`src/rtl/wdiv_pkg.sv`:
```
package wdiv_pkg;

  typedef enum logic [1:0] {
    ST_IDLE = 2'd0,
    ST_RUN  = 2'd1,
    ST_FIN  = 2'd2
  } wdiv_state_e;

endpackage

```
`src/rtl/wdiv_prep.sv`:
```
// Operand conditioning: magnitudes, signs and the checks that can be made
// before any iteration.
module wdiv_prep #(
  parameter int W = 64
) (
  input  logic         sgn_i,
  input  logic [W-1:0] hi_i,
  input  logic [W-1:0] lo_i,
  input  logic [W-1:0] dsr_i,
  output logic [W-1:0] mag_hi_o,
  output logic [W-1:0] mag_lo_o,
  output logic [W-1:0] mag_d_o,
  output logic         n_neg_o,
  output logic         d_neg_o,
  output logic         early_fault_o
);

  localparam logic [W-1:0] MIN_WORD = {1'b1, {(W-1){1'b0}}};

  logic [2*W-1:0] n_full;
  logic [2*W-1:0] n_mag;
  logic           dz;
  logic           min_dvd;
  logic           too_big;

  always_comb begin
    n_neg_o  = sgn_i & hi_i[W-1];
    d_neg_o  = sgn_i & dsr_i[W-1];
    n_full   = {hi_i, lo_i};
    n_mag    = n_neg_o ? (~n_full + 1'b1) : n_full;
    mag_hi_o = n_mag[2*W-1:W];
    mag_lo_o = n_mag[W-1:0];
    mag_d_o  = d_neg_o ? (~dsr_i + 1'b1) : dsr_i;
    dz       = (dsr_i == '0);
    min_dvd  = sgn_i & (hi_i == MIN_WORD) & (lo_i == '0);
    // quotient magnitude reaches 2^W whenever upper magnitude >= divisor magnitude
    too_big  = (mag_hi_o >= mag_d_o);
    early_fault_o = dz | min_dvd | too_big;
  end

endmodule

```
`src/rtl/wdiv_step.sv`:
```
// One restoring-division step: shift one dividend bit in, trial-subtract.
module wdiv_step #(
  parameter int W = 64
) (
  input  logic [W-1:0] rem_i,
  input  logic [W-1:0] quo_i,
  input  logic [W-1:0] dsr_i,
  output logic [W-1:0] rem_o,
  output logic [W-1:0] quo_o
);

  logic [W:0]   trial;
  logic [W-1:0] diff;
  logic         fits;

  always_comb begin
    trial = {rem_i, quo_i[W-1]};
    fits  = (trial >= {1'b0, dsr_i});
    // true difference is below the divisor, so W bits hold it exactly
    diff  = trial[W-1:0] - dsr_i;
    rem_o = fits ? diff : trial[W-1:0];
    quo_o = {quo_i[W-2:0], fits};
  end

endmodule

```
`src/rtl/wdiv_post.sv`:
```
// Sign restoration and the signed-range check on the finished magnitudes.
module wdiv_post #(
  parameter int W = 64
) (
  input  logic         sgn_i,
  input  logic         n_neg_i,
  input  logic         d_neg_i,
  input  logic [W-1:0] q_mag_i,
  input  logic [W-1:0] r_mag_i,
  output logic [W-1:0] quo_o,
  output logic [W-1:0] rem_o,
  output logic         late_fault_o
);

  localparam logic [W-1:0] MIN_WORD = {1'b1, {(W-1){1'b0}}};

  logic q_neg;

  always_comb begin
    q_neg        = n_neg_i ^ d_neg_i;
    quo_o        = q_neg   ? (~q_mag_i + 1'b1) : q_mag_i;
    rem_o        = n_neg_i ? (~r_mag_i + 1'b1) : r_mag_i;
    late_fault_o = sgn_i & (q_neg ? (q_mag_i > MIN_WORD) : q_mag_i[W-1]);
  end

endmodule

```
`src/rtl/wide_divider.sv`:
```
module wide_divider #(
  parameter int W   = 64,
  parameter int BPC = 1
) (
  input  logic         clk,
  input  logic         rst_n,
  input  logic         start,
  input  logic         signed_mode,
  input  logic [W-1:0] dividend_hi,
  input  logic [W-1:0] dividend_lo,
  input  logic [W-1:0] divisor,
  output logic         busy,
  output logic         done,
  output logic         fault,
  output logic [W-1:0] quotient,
  output logic [W-1:0] remainder
);

  import wdiv_pkg::*;

  localparam int STEPS = W / BPC;
  localparam int CW    = $clog2(STEPS + 1);
  localparam logic [CW-1:0] LAST = CW'(STEPS - 1);

  // reset: asynchronous assertion, synchronous release
  logic [1:0] rst_pipe;
  logic       rst_sync_n;

  always_ff @(posedge clk or negedge rst_n) begin
    if (!rst_n) rst_pipe <= 2'b00;
    else        rst_pipe <= {rst_pipe[0], 1'b1};
  end
  assign rst_sync_n = rst_pipe[1];

  // operand conditioning
  logic [W-1:0] pre_hi, pre_lo, pre_d;
  logic         pre_nneg, pre_dneg, pre_fault;

  wdiv_prep #(.W(W)) u_prep (
    .sgn_i         (signed_mode),
    .hi_i          (dividend_hi),
    .lo_i          (dividend_lo),
    .dsr_i         (divisor),
    .mag_hi_o      (pre_hi),
    .mag_lo_o      (pre_lo),
    .mag_d_o       (pre_d),
    .n_neg_o       (pre_nneg),
    .d_neg_o       (pre_dneg),
    .early_fault_o (pre_fault)
  );

  // state
  wdiv_state_e  state_q, state_d;
  logic [CW-1:0] cnt_q, cnt_d;
  logic [W-1:0] acc_q, acc_d;
  logic [W-1:0] sh_q, sh_d;
  logic [W-1:0] dsr_q, dsr_d;
  logic         sgn_q, sgn_d;
  logic         nneg_q, nneg_d;
  logic         dneg_q, dneg_d;
  logic         done_q, done_d;
  logic         fault_q, fault_d;
  logic [W-1:0] quo_q, quo_d;
  logic [W-1:0] rem_q, rem_d;
  logic         op_en;
  logic         res_en;

  // iteration chain, BPC steps per clock
  logic [W-1:0] ch_r [BPC+1];
  logic [W-1:0] ch_q [BPC+1];

  assign ch_r[0] = acc_q;
  assign ch_q[0] = sh_q;

  for (genvar g = 0; g < BPC; g++) begin : g_step
    wdiv_step #(.W(W)) u_step (
      .rem_i (ch_r[g]),
      .quo_i (ch_q[g]),
      .dsr_i (dsr_q),
      .rem_o (ch_r[g+1]),
      .quo_o (ch_q[g+1])
    );
  end

  // sign restoration
  logic [W-1:0] post_q, post_r;
  logic         post_fault;

  wdiv_post #(.W(W)) u_post (
    .sgn_i        (sgn_q),
    .n_neg_i      (nneg_q),
    .d_neg_i      (dneg_q),
    .q_mag_i      (sh_q),
    .r_mag_i      (acc_q),
    .quo_o        (post_q),
    .rem_o        (post_r),
    .late_fault_o (post_fault)
  );

  // next state
  always_comb begin
    state_d = state_q;
    cnt_d   = cnt_q;
    acc_d   = acc_q;
    sh_d    = sh_q;
    dsr_d   = dsr_q;
    sgn_d   = sgn_q;
    nneg_d  = nneg_q;
    dneg_d  = dneg_q;
    done_d  = 1'b0;
    fault_d = 1'b0;
    quo_d   = quo_q;
    rem_d   = rem_q;
    op_en   = 1'b0;
    res_en  = 1'b0;
    case (state_q)
      ST_IDLE: begin
        if (start) begin
          if (pre_fault) begin
            done_d  = 1'b1;
            fault_d = 1'b1;
          end else begin
            op_en   = 1'b1;
            state_d = ST_RUN;
            cnt_d   = '0;
            acc_d   = pre_hi;
            sh_d    = pre_lo;
            dsr_d   = pre_d;
            sgn_d   = signed_mode;
            nneg_d  = pre_nneg;
            dneg_d  = pre_dneg;
          end
        end
      end
      ST_RUN: begin
        op_en = 1'b1;
        acc_d = ch_r[BPC];
        sh_d  = ch_q[BPC];
        cnt_d = cnt_q + 1'b1;
        if (cnt_q == LAST) state_d = ST_FIN;
      end
      ST_FIN: begin
        state_d = ST_IDLE;
        done_d  = 1'b1;
        if (post_fault) begin
          fault_d = 1'b1;
        end else begin
          res_en = 1'b1;
          quo_d  = post_q;
          rem_d  = post_r;
        end
      end
      default: state_d = ST_IDLE;
    endcase
  end

  // control registers
  always_ff @(posedge clk or negedge rst_sync_n) begin
    if (!rst_sync_n) begin
      state_q <= ST_IDLE;
      cnt_q   <= '0;
      done_q  <= 1'b0;
      fault_q <= 1'b0;
    end else begin
      state_q <= state_d;
      cnt_q   <= cnt_d;
      done_q  <= done_d;
      fault_q <= fault_d;
    end
  end

  // datapath registers, no reset
  always_ff @(posedge clk) begin
    if (op_en) begin
      acc_q  <= acc_d;
      sh_q   <= sh_d;
      dsr_q  <= dsr_d;
      sgn_q  <= sgn_d;
      nneg_q <= nneg_d;
      dneg_q <= dneg_d;
    end
  end

  // result registers
  always_ff @(posedge clk or negedge rst_sync_n) begin
    if (!rst_sync_n) begin
      quo_q <= '0;
      rem_q <= '0;
    end else if (res_en) begin
      quo_q <= quo_d;
      rem_q <= rem_d;
    end
  end

  assign busy      = (state_q != ST_IDLE);
  assign done      = done_q;
  assign fault     = fault_q;
  assign quotient  = quo_q;
  assign remainder = rem_q;

endmodule

```
`config.mk`:
```
export PLATFORM = sky130hd
export DESIGN_NAME = wide_divider
export DESIGN_NICKNAME = d
export VERILOG_FILES = /design/src/rtl/wdiv_pkg.sv /design/src/rtl/wdiv_prep.sv /design/src/rtl/wdiv_step.sv /design/src/rtl/wdiv_post.sv /design/src/rtl/wide_divider.sv
export SDC_FILE = /design/constraint.sdc
export NUM_CORES = 1
export LEC_CHECK = 0
export ABC_CLOCK_PERIOD_IN_PS = 5300
export BUFFER_PORTS_ARGS = -buffer_cell sky130_fd_sc_hd__buf_2
export CORE_UTILIZATION = 61
export CTS_BUF_LIST = sky130_fd_sc_hd__clkbuf_8
export CTS_CLUSTER_DIAMETER = 120
export DETAILED_ROUTE_END_ITERATION = 10
export MAX_ROUTING_LAYER = met4
export PLACE_DENSITY = 0.95
export SLEW_MARGIN = 10
export SYNTH_ARGS = -nofsm -noshare
export SYNTH_HDL_FRONTEND = slang
export SYNTH_SLANG_ARGS = --single-unit
```
`constraint.sdc`:
```
create_clock -name clk -period 5.3 [get_ports clk]
set_input_delay 0.265 -clock clk [delete_from_list [all_inputs] [get_ports clk]]
set_output_delay 0.265 -clock clk [all_outputs]
set_load 0.02 [all_outputs]
```
==> metrics.log, run 1 <==
[metrics] status: did not finish
[metrics] last flow stage reached: global routing (5_1_grt)
[metrics] first error: [ERROR GRT-0232] Routing congestion too high. Check the congestion heatmap in the GUI.
[metrics] Post-Syn Nets: about 3300
[metrics] overall global routing resource usage: between 60% and 70%
[metrics] Crit. endpoint post-GRT repair: dsr_q[56]$_DFFE_PP_/DE
[metrics] sequential element share of the synthesized area: 37.1%
[metrics] Clock H-tree levels: 2
[metrics] vertical die dimension: around 210 microns
[metrics] worst_ep kind: register data pin
[metrics] count of yosys warnings during synthesis: 0
[metrics] Syn Area/Cell: 8.41 sq um
[metrics] maximum number of pins on one net before global-route repair: 187
[metrics] Post-synth EDFFs: between 150 and 200
[metrics] standard-cell row count: 74
[metrics] die span in x: a little over 200 microns
[metrics] cell at the root of the clock tree: clkbuf_8
[metrics] Synth area leaders: edfxtp_1 (23%), dfrtp_1 (14%), xor2_1 (7.2%)
[metrics] async set or reset register ratio after synthesis: 42.0%
[metrics] number of instances in the placed design: roughly 4000
[metrics] biggest area consumer among synthesized cells: edfxtp_1
[metrics] CTS Sinks: roughly 340
[metrics] number of port buffers: about 330
[metrics] area share of the leading cell type in the synthesized netlist: around 23%
[metrics] HPWL after detailed placement: 64900 microns
[metrics] Netlist cell types: 77
[metrics] predominant post-synthesis flop cell: edfxtp_1
[metrics] total grt overflow: 11
[metrics] netlist area before placement: about 25000 sq um
[metrics] Initial Utilization: 61.9%
[metrics] Worst Setup Slack post-DPL: -0.973 ns
[metrics] GPL Wtd Cong: around 1.1
[metrics] total of flip-flops plus latches after synthesis: about 340
[metrics] synthesized instance count: about 3000
[metrics] number of clock buffers inserted by TritonCTS: between 50 and 60
[metrics] number of top-level pins: ~330
[metrics] Bufs on Longest Clock Path: 3
cells in the mapped netlist, types with 4 or more instances:
master and count:
nand4b_1 5, or2_2 11, buf_6 6, edfxtp_1 195, xnor2_1 168, a21boi_0 8, nor2b_1 19, nand2b_1 22
o31ai_1 46, o41ai_1 21, nand3_1 36, a21oi_1 266, or3_1 42, nand4_1 39, a211oi_1 15, a21o_1 64
nor3_1 80, nand2_1 341, nor4_1 35, mux2i_1 8, and2_1 12, a221oi_1 5, or4_1 19, o21a_1 27
xor2_1 207, nor2_1 302, ha_1 133, inv_1 168, clkbuf_1 98, and3_1 16, buf_2 11, o21ai_1 7
o21ai_0 307, buf_1 13, a2111o_1 4, o21bai_1 14, a31oi_1 28, dfrtp_1 141, o211ai_1 12
layer usage:
metal  global-route usage (%)  overflow
met1                     62.4         1
met3                     49.5         0
met4                     46.5         4
met5                        -         -
met2                     74.7         6
cell families after synthesis:
kind of cell | count (synthesis) | share of synthesized area (%)
compound gates | 851 | 19.7
other cells | 1 | 0.0148
xor+xnor | 375 | 13.0
buf+inv | 297 | 4.64
fa+ha+maj | 134 | 6.66
mux | 8 | 0.317
simple gates | 1007 | 18.5
flops | 336 | 37.1
through the flow:
step                      setup TNS (ns)  area (sq um)
after CTS                              0         30900
after global placement           -102.69         29300
after floorplan                  -138.26         25300
after detailed placement         -167.87         29300
what timing repair did:
item                                   in CTS
hold buffers                               27
setup endpoints to repair                 202
pin swaps                                   5
buffers inserted                           15
gates resized for setup                    12
endpoints found under the hold margin      28
cloned                                      1
==> run 2, diff against run 1 <==
--- a/config.mk
+++ b/config.mk
@@ -7,12 +7,9 @@
 export LEC_CHECK = 0
 export ABC_CLOCK_PERIOD_IN_PS = 5300
 export BUFFER_PORTS_ARGS = -buffer_cell sky130_fd_sc_hd__buf_2
-export CORE_UTILIZATION = 61
-export CTS_BUF_LIST = sky130_fd_sc_hd__clkbuf_8
-export CTS_CLUSTER_DIAMETER = 120
+export CORE_UTILIZATION = 40
 export DETAILED_ROUTE_END_ITERATION = 10
-export MAX_ROUTING_LAYER = met4
-export PLACE_DENSITY = 0.95
+export PLACE_DENSITY_LB_ADDON = 0.15
 export SLEW_MARGIN = 10
 export SYNTH_ARGS = -nofsm -noshare
 export SYNTH_HDL_FRONTEND = slang
==> metrics.log, run 2 <==
[metrics] final design area excluding fillers: roughly 32000 sq um
[metrics] CTS Sinks: roughly 340
[metrics] most frequent cells after synthesis: nand2_1 (341), o21ai_0 (307), nor2_1 (302), a21oi_1 (266), xor2_1 (207)
[metrics] Initial Utilization: 40.8%
[metrics] GPL Wtd Cong: ~0.92
[metrics] number of nets in the layout: slightly below 4000
[metrics] worst-skew pair later-pin latency: between 0.5 and 0.6 ns
[metrics] critical path data arrival time: 5.54 ns
[metrics] setup repair after global routing missed its margin: yes
[metrics] commonest non-fill, non-tap cell in the layout: nand2_1
[metrics] CTS clock-pin slew for the worst setup and hold paths: roughly 0.050 ns
[metrics] worst clock skew on the final layout: 0.0254 ns
[metrics] maximum number of pins on one net before global-route repair: 162
[metrics] crit path launch: dividend_lo[20]
[metrics] HPWL after detailed placement: approximately 75000 microns
[metrics] sort of element at the start of the critical path: input pin
[metrics] total of endpoints with negative setup slack in the final report: 0
[metrics] number of global-route vias before repair: roughly 24000
[metrics] maximum fanout along the worst path: 28
[metrics] met2 usage in global routing: a little under half
[metrics] number of DRC violations after detailed-routing iteration 0: 2070
[metrics] number of antenna violations at the first check in global routing: 2
[metrics] number of search-and-repair iterations in the first detailed-routing pass: 5
[metrics] Power per Cell Area: approximately 460 nW/um^2
[metrics] required time at the worst-slack endpoint: roughly 5.6 ns
[metrics] Clock H-tree levels: 2
[metrics] number of port buffers: about 330
[metrics] total of flip-flops plus latches after synthesis: approximately 340
[metrics] wirelength, routed: approximately 95000 microns
[metrics] part of the total power dissipated in the clock network: about 21%
[metrics] vias after detailed routing: 24547
[metrics] critical path class: input pin to flip-flop
[metrics] CP Capture Type: flip-flop
[metrics] final number of max-transition violations: 0
[metrics] met1 track demand over resource in global routing: approximately two fifths
[metrics] largest incremental delay on the critical path: between 0.5 and 0.6 ns
[metrics] Synth area leaders: edfxtp_1 (23%), dfrtp_1 (14%), xor2_1 (7.2%)
[metrics] Post-synth EDFFs: 195
[metrics] Max-Slew Margin vs Limit: around 28%
[metrics] CTS tree: built
[metrics] Netlist cell types: 77
[metrics] predominant post-synthesis flop cell: edfxtp_1
[metrics] combinational group share of total power: 47.9%
[metrics] Worst Min Path Start: divisor[29]
[metrics] final cycle utilization of the critical path: 99.5%
[metrics] Die Area: ~64000 sq um
[metrics] fillcell total: about 6000
[metrics] mean number of vias per cell: approximately 5.5
[metrics] count of yosys warnings during synthesis: 0
[metrics] cell with the most instances after synthesis: nand2_1
[metrics] number of hold violations in the final report: 0
[metrics] status: finished, final reports clean
[metrics] maximum clock frequency: ~190 MHz
[metrics] sequential element share of the synthesized area: 37.1%
[metrics] number of top-level pins: roughly 330
[metrics] Slew @ Worst Pin: about 1.1 ns
[metrics] met3 track demand over resource: about 4.5%
[metrics] area share of the leading cell type in the synthesized netlist: between 20% and 30%
[metrics] die span in x: around 250 microns
[metrics] total grt overflow: 0
[metrics] biggest area consumer among synthesized cells: edfxtp_1
[metrics] Area growth, synth to finish: 27.4%
[metrics] net switching component of the power: ~6.2 mW
[metrics] overall global routing resource usage: between 20 and 30%
[metrics] netlist area before placement: approximately 25000 sq um
[metrics] shortest clock period the worst path allows after layout: 5.27 ns
[metrics] standard-cell row count: 91
[metrics] maximum ir drop on the vdd rail: 0.000270 V
[metrics] Bufs on Longest Clock Path: 3
[metrics] async set or reset register ratio after synthesis: a little over two fifths
[metrics] switching share of total power: between 40% and 50%
[metrics] class of the most critical hold timing path: input pin to flip-flop
[metrics] vertical die dimension: 253 microns
[metrics] Post-Syn Nets: between 3000 and 4000
[metrics] most frequent cells in the layout: nand2_1 (337), buf_4 (326), buf_2 (325)
[metrics] busiest metal layer after global routing: met2
[metrics] post-detailed-route wirelength per cell: 21.1 microns
[metrics] synthesized instance count: between 3000 and 4000
[metrics] Syn Area/Cell: 8.41 sq um
[metrics] instance area after placement: 30200 sq um
[metrics] number of clock buffers inserted by TritonCTS: 43
[metrics] Static Leakage: 14.5 nW
[metrics] post-detailed-route DRC marker count: 0
[metrics] share of final-layout standard cells stronger than drive strength 1: between 20% and 30%
[metrics] cell at the root of the clock tree: clkbuf_16
[metrics] sequential share of power: 31.5%
[metrics] accumulated negative setup slack: 0 ns
[metrics] Critical-path top delay cell: or4_4
[metrics] final antenna-violating net count: 0
[metrics] area of the core: 62100 sq um
[metrics] Reg-to-Reg Start: acc_q[31]
[metrics] internal power of the cells: approximately 8.5 mW
[metrics] Max-cap violations: 0
[metrics] first-pass GRT wire length: approximately 140000 microns
## run 2: cell counts after synthesis
Identical to the previous run, type by type.
## run 2: critical path, delay by kind of cell
kind | cells | cell delay [ns]
buffers and inverters | 8 | 1.22
and+or+nand+nor | 8 | 2.04
AOI/OAI and AO/OA | 7 | 1.39
adders and majority gates | 1 | 0.33
xor gates and xnor gates | 1 | 0.25
## run 2: layer usage
layer,wire length [microns],part of all wire [%],vias to the layer above
li1,-,-,11886
met1,43000,45,11680
met2,42300,45,860
met3,7210,7.6,119
met4,2250,2.4,2
met5,9,0.0095,-
## run 2: repair_timing
action,in CTS,in global routing
endpoints found under the hold margin,4,0
gates cloned,2,6
pin swaps,5,9
setup endpoints to repair,200,201
gates resized for setup,23,32
hold buffers,3,0
setup buffers,9,6
## run 2: path summary, 6_finish.rpt
check / end / slack, ns / cells after the start
worst max-delay path: acc_q[45] / 0.03 / 25
worst min-delay path: dsr_q[29] / 0.06 / 2
worst max register to register: acc_q[28] / 0.74 / 13
worst min register to register: rst_pipe[1] / 0.38 / 0
max in group asynchronous: remainder[38] / 3.66 / 1
min in group asynchronous: quotient[14] / 0.42 / 0
## run 2: cell type report
cell class              instances  area, sq um  area share [%]
inverters                     169          634            1.97
diodes                          2         5.00          0.0155
repair buffers                683         4690            14.6
clock inverters                14          166           0.516
clock buffers                  66         1290            3.99
well taps                     837         1050            3.25
multi-input cells            2376        15000            46.6
flip-flops and latches        336         9390            29.1
## run 2: metrics by stage
| step | util [%] | total power [mW] | worst slack, ns | hold WS, ns | instances |
|---|---|---|---|---|---|
| detailed placement | 48.6 | 11.5 | -0.801 | 0.0570 | 4375 |
| CTS | 51.4 | 14.6 | 0.0157 | 0.0282 | 4469 |
| finish | 51.9 | 14.7 | 0.0281 | 0.0553 | 4483 |
| global route | 51.9 | 15.7 | -0.182 | 0.0508 | 4481 |
| floorplan | - | 9.25 | -0.811 | -0.0306 | 3009 |
| global placement | 48.6 | 11.5 | -0.727 | 0.0513 | 4375 |
## run 2: cell families (layout without fill, tap and decap cells)
group | count (synthesis) | in the layout | synth area share (%)
buffers and inverters | 297 | 932 | 4.64
other | 1 | 3 | 0.0148
AO/OA/AOI/OAI | 851 | 851 | 19.7
AND/OR/NAND/NOR | 1007 | 1007 | 18.5
adder cells (fa/ha/maj) | 134 | 134 | 6.66
XOR/XNOR | 375 | 375 | 13.0
multiplexers | 8 | 8 | 0.317
flip-flops | 336 | 336 | 37.1
## run 2: power groups by stage
stage | Sequential, mW | Clock, mW | Combinational (mW)
after global placement | 4.66 | 0 | 6.80
after floorplan | 4.42 | 0 | 4.83
after CTS | 4.62 | 3.09 | 6.92
after detailed placement | 4.67 | 0 | 6.83
after global routing | 4.74 | 3.17 | 7.80
final | 4.64 | 3.04 | 7.06
(Power assumes the default switching activity.)
==> run 3, diff against run 2 <==
--- a/config.mk
+++ b/config.mk
@@ -7,7 +7,7 @@
 export LEC_CHECK = 0
 export ABC_CLOCK_PERIOD_IN_PS = 5300
 export BUFFER_PORTS_ARGS = -buffer_cell sky130_fd_sc_hd__buf_2
-export CORE_UTILIZATION = 40
+export CORE_UTILIZATION = 30
 export DETAILED_ROUTE_END_ITERATION = 10
 export PLACE_DENSITY_LB_ADDON = 0.15
 export SLEW_MARGIN = 10
==> metrics.log, run 3 (synthesis gave the netlist of run 2 again) <==
[metrics] CTS tree: built
[metrics] maximum number of pins on one net before global-route repair: 231
[metrics] GPL Wtd Cong: about 0.9
[metrics] final cycle utilization of the critical path: just under 100%
[metrics] cell at the root of the clock tree: clkbuf_16
[metrics] critical path data arrival time: roughly 5.6 ns
[metrics] maximum fanout along the worst path: 7
[metrics] largest incremental delay on the critical path: roughly 0.54 ns
[metrics] utilization after layout: 39.2%
[metrics] Static Leakage: about 15 nW
[metrics] number of port buffers: 326
[metrics] total grt overflow: 0
[metrics] final antenna-violating net count: 0
[metrics] length of routed met2 wiring: between 40000 and 50000 microns
[metrics] Max-cap violations: 0
[metrics] standard-cell row count: 106
[metrics] vias after detailed routing: 24251
[metrics] Worst R2R Path Depth: 12
[metrics] metal1 wirelength: ~46000 microns
[metrics] post-detailed-route wirelength per cell: 20.7 microns
[metrics] Power per Cell Area: about 460 nW/um^2
[metrics] Hold Crit Endpoint: dsr_q[36]
[metrics] destination of the worst register-to-register timing path: acc_q[54]
[metrics] critical path class: input pin to flip-flop
[metrics] number of clock buffers inserted by TritonCTS: 46
[metrics] CP Capture Type: flip-flop
[metrics] Slew @ Worst Pin: between 1 and 1.5 ns
[metrics] Clock H-tree levels: 2
[metrics] die span in x: roughly 290 microns
[metrics] Max-Slew Margin vs Limit: approximately a third
[metrics] vertical die dimension: between 200 and 300 microns
[metrics] most frequent cells in the layout: nand2_1 (334), buf_4 (334), buf_2 (325)
[metrics] number of cells on the worst hold path: 3
[metrics] HPWL after detailed placement: between 70000 and 80000 microns
[metrics] Bufs on Longest Clock Path: 3
[metrics] number of top-level pins: between 300 and 400
[metrics] met3 routed WL: 6670 microns
[metrics] maximum ir drop on the vdd rail: between 0.0003 and 0.0004 V
[metrics] shortest clock period the worst path allows after layout: around 5.3 ns
[metrics] Max Used Layer: met5
[metrics] final number of max-transition violations: 0
[metrics] number of search-and-repair iterations in the first detailed-routing pass: 5
[metrics] number of global-route vias before repair: roughly 23000
[metrics] CTS clock-pin slew for the worst setup and hold paths: about 0.06 ns
[metrics] first-pass GRT wire length: about 150000 microns
[metrics] area of the core: 83600 sq um
[metrics] Worst Min Path Start: divisor[36]
[metrics] worst clock skew on the final layout: between 0.05 and 0.06 ns
[metrics] class of the most critical hold timing path: input pin to flip-flop
[metrics] internal reg-to-reg setup slack: roughly 0.74 ns
[metrics] Area growth, synth to finish: 29.5%
[metrics] fillcell total: roughly 8700
[metrics] FF+latch area: between 9000 and 10000 sq um
[metrics] Reg-to-Reg Start: acc_q[36]
[metrics] number of hold violations in the final report: 0
[metrics] Initial Utilization: 30.3%
[metrics] worst-skew pair later-pin latency: around 0.63 ns
[metrics] total of endpoints with negative setup slack in the final report: 0
[metrics] wirelength, routed: ~98000 microns
[metrics] total power draw: ~15 mW
[metrics] post-detailed-route DRC marker count: 0
[metrics] number of nets in the layout: approximately 4000
[metrics] Die Area: around 85000 sq um
[metrics] area occupied by multi-input gates: ~15000 sq um
[metrics] maximum clock frequency: approximately 190 MHz
[metrics] overall global routing resource usage: 22.3%
[metrics] share of final-layout standard cells stronger than drive strength 1: a little under a quarter
[metrics] number of DRC violations after detailed-routing iteration 0: 1916
[metrics] cell repeated most along the worst path: buf_4
[metrics] setup repair after global routing missed its margin: yes
[metrics] sort of element at the start of the critical path: input pin
[metrics] mean number of vias per cell: between 5 and 6
[metrics] CTS Sinks: between 300 and 400
[metrics] status: finished, final reports clean
[metrics] required time at the worst-slack endpoint: between 5 and 6 ns
[metrics] Critical-path top delay cell: or4_4
[metrics] number of antenna violations at the first check in global routing: 8
==> run 3: cell types whose count changed in the layout (fill, tap and decap cells not counted), moves of 4 or more <==
cell      before  now
clkbuf_1      14    9
buf_6          4    9
buf_12        16   10
clkbuf_8       6   10
o21ai_0      303  297
buf_4        326  334
==> run 3: where the power goes <==
part / internal (mW) / total, mW / switching (mW)
registers: 3.80 / 4.68 / 0.887
logic: 2.88 / 7.12 / 4.24
clock network: 1.99 / 3.35 / 1.36
==> run 3: metrics by stage <==
stage	area (sq um)	hold slack, ns	setup TNS, ns	worst slack (ns)	std cells
2_1_floorplan	25300	-0.0306	-138.26	-0.811	3009
3_3_place_gp	30600	0.0513	-125.03	-0.686	4630
4_1_cts	32500	0.00680	-0.00388	-0.00358	4734
3_5_place_dp	30600	0.0550	-132.53	-0.727	4630
6_report	32700	0.0324	0	0.0442	4742
5_1_grt	32700	0.0380	-11.60	-0.129	4741
==> run 3: repair_timing <==
action                     4_1_cts  5_1_grt
resized for setup               26       34
hold endpoints to repair         6        0
gates cloned                     2        4
setup endpoints to repair      177      200
pin swaps                       27       14
setup buffers                   11        4
hold buffers                     6        0
==> run 3: routing by layer <==
layer / GRT usage [%] / up-vias
met4: 5.73 / 8
met2: 34.1 / 822
met1: 32.3 / 11399
met5: 0 / -
li1: - / 11904
met3: 3.78 / 118
==> run 3: area by class of cell <==
| class | count | area share (%) |
|---|---|---|
| clock inverters | 18 | 0.711 |
| well taps | 1080 | 4.13 |
| diodes | 1 | 0.00764 |
| repair buffers | 694 | 14.5 |
| inverters | 169 | 1.94 |
| flip-flops and latches | 336 | 28.7 |
| multi-input cells | 2376 | 45.8 |
| clock buffers | 68 | 4.27 |
==> run 3: worst max-delay path, delay by kind of cell <==
family / cells / cell delay (ns)
xor+xnor: 1 / 0.20
buf+inv: 8 / 1.25
simple gates: 8 / 2.24
fa+ha+maj: 1 / 0.30
compound gates: 7 / 1.29
==> run 3: how the worst max path moves through the flow <==
stage                                from  slack (ns)        end  cells past startpoint
after floorplan           dividend_lo[20]       -0.81     dneg_q                     21
after global placement    dividend_lo[20]       -0.69  dsr_q[36]                     26
after detailed placement  dividend_lo[20]       -0.73  dsr_q[36]                     26
after CTS                 dividend_lo[19]      -0.004  dsr_q[55]                     26
after global routing      dividend_lo[19]       -0.13  dsr_q[42]                     28
final                     dividend_lo[19]        0.04  dsr_q[55]                     25
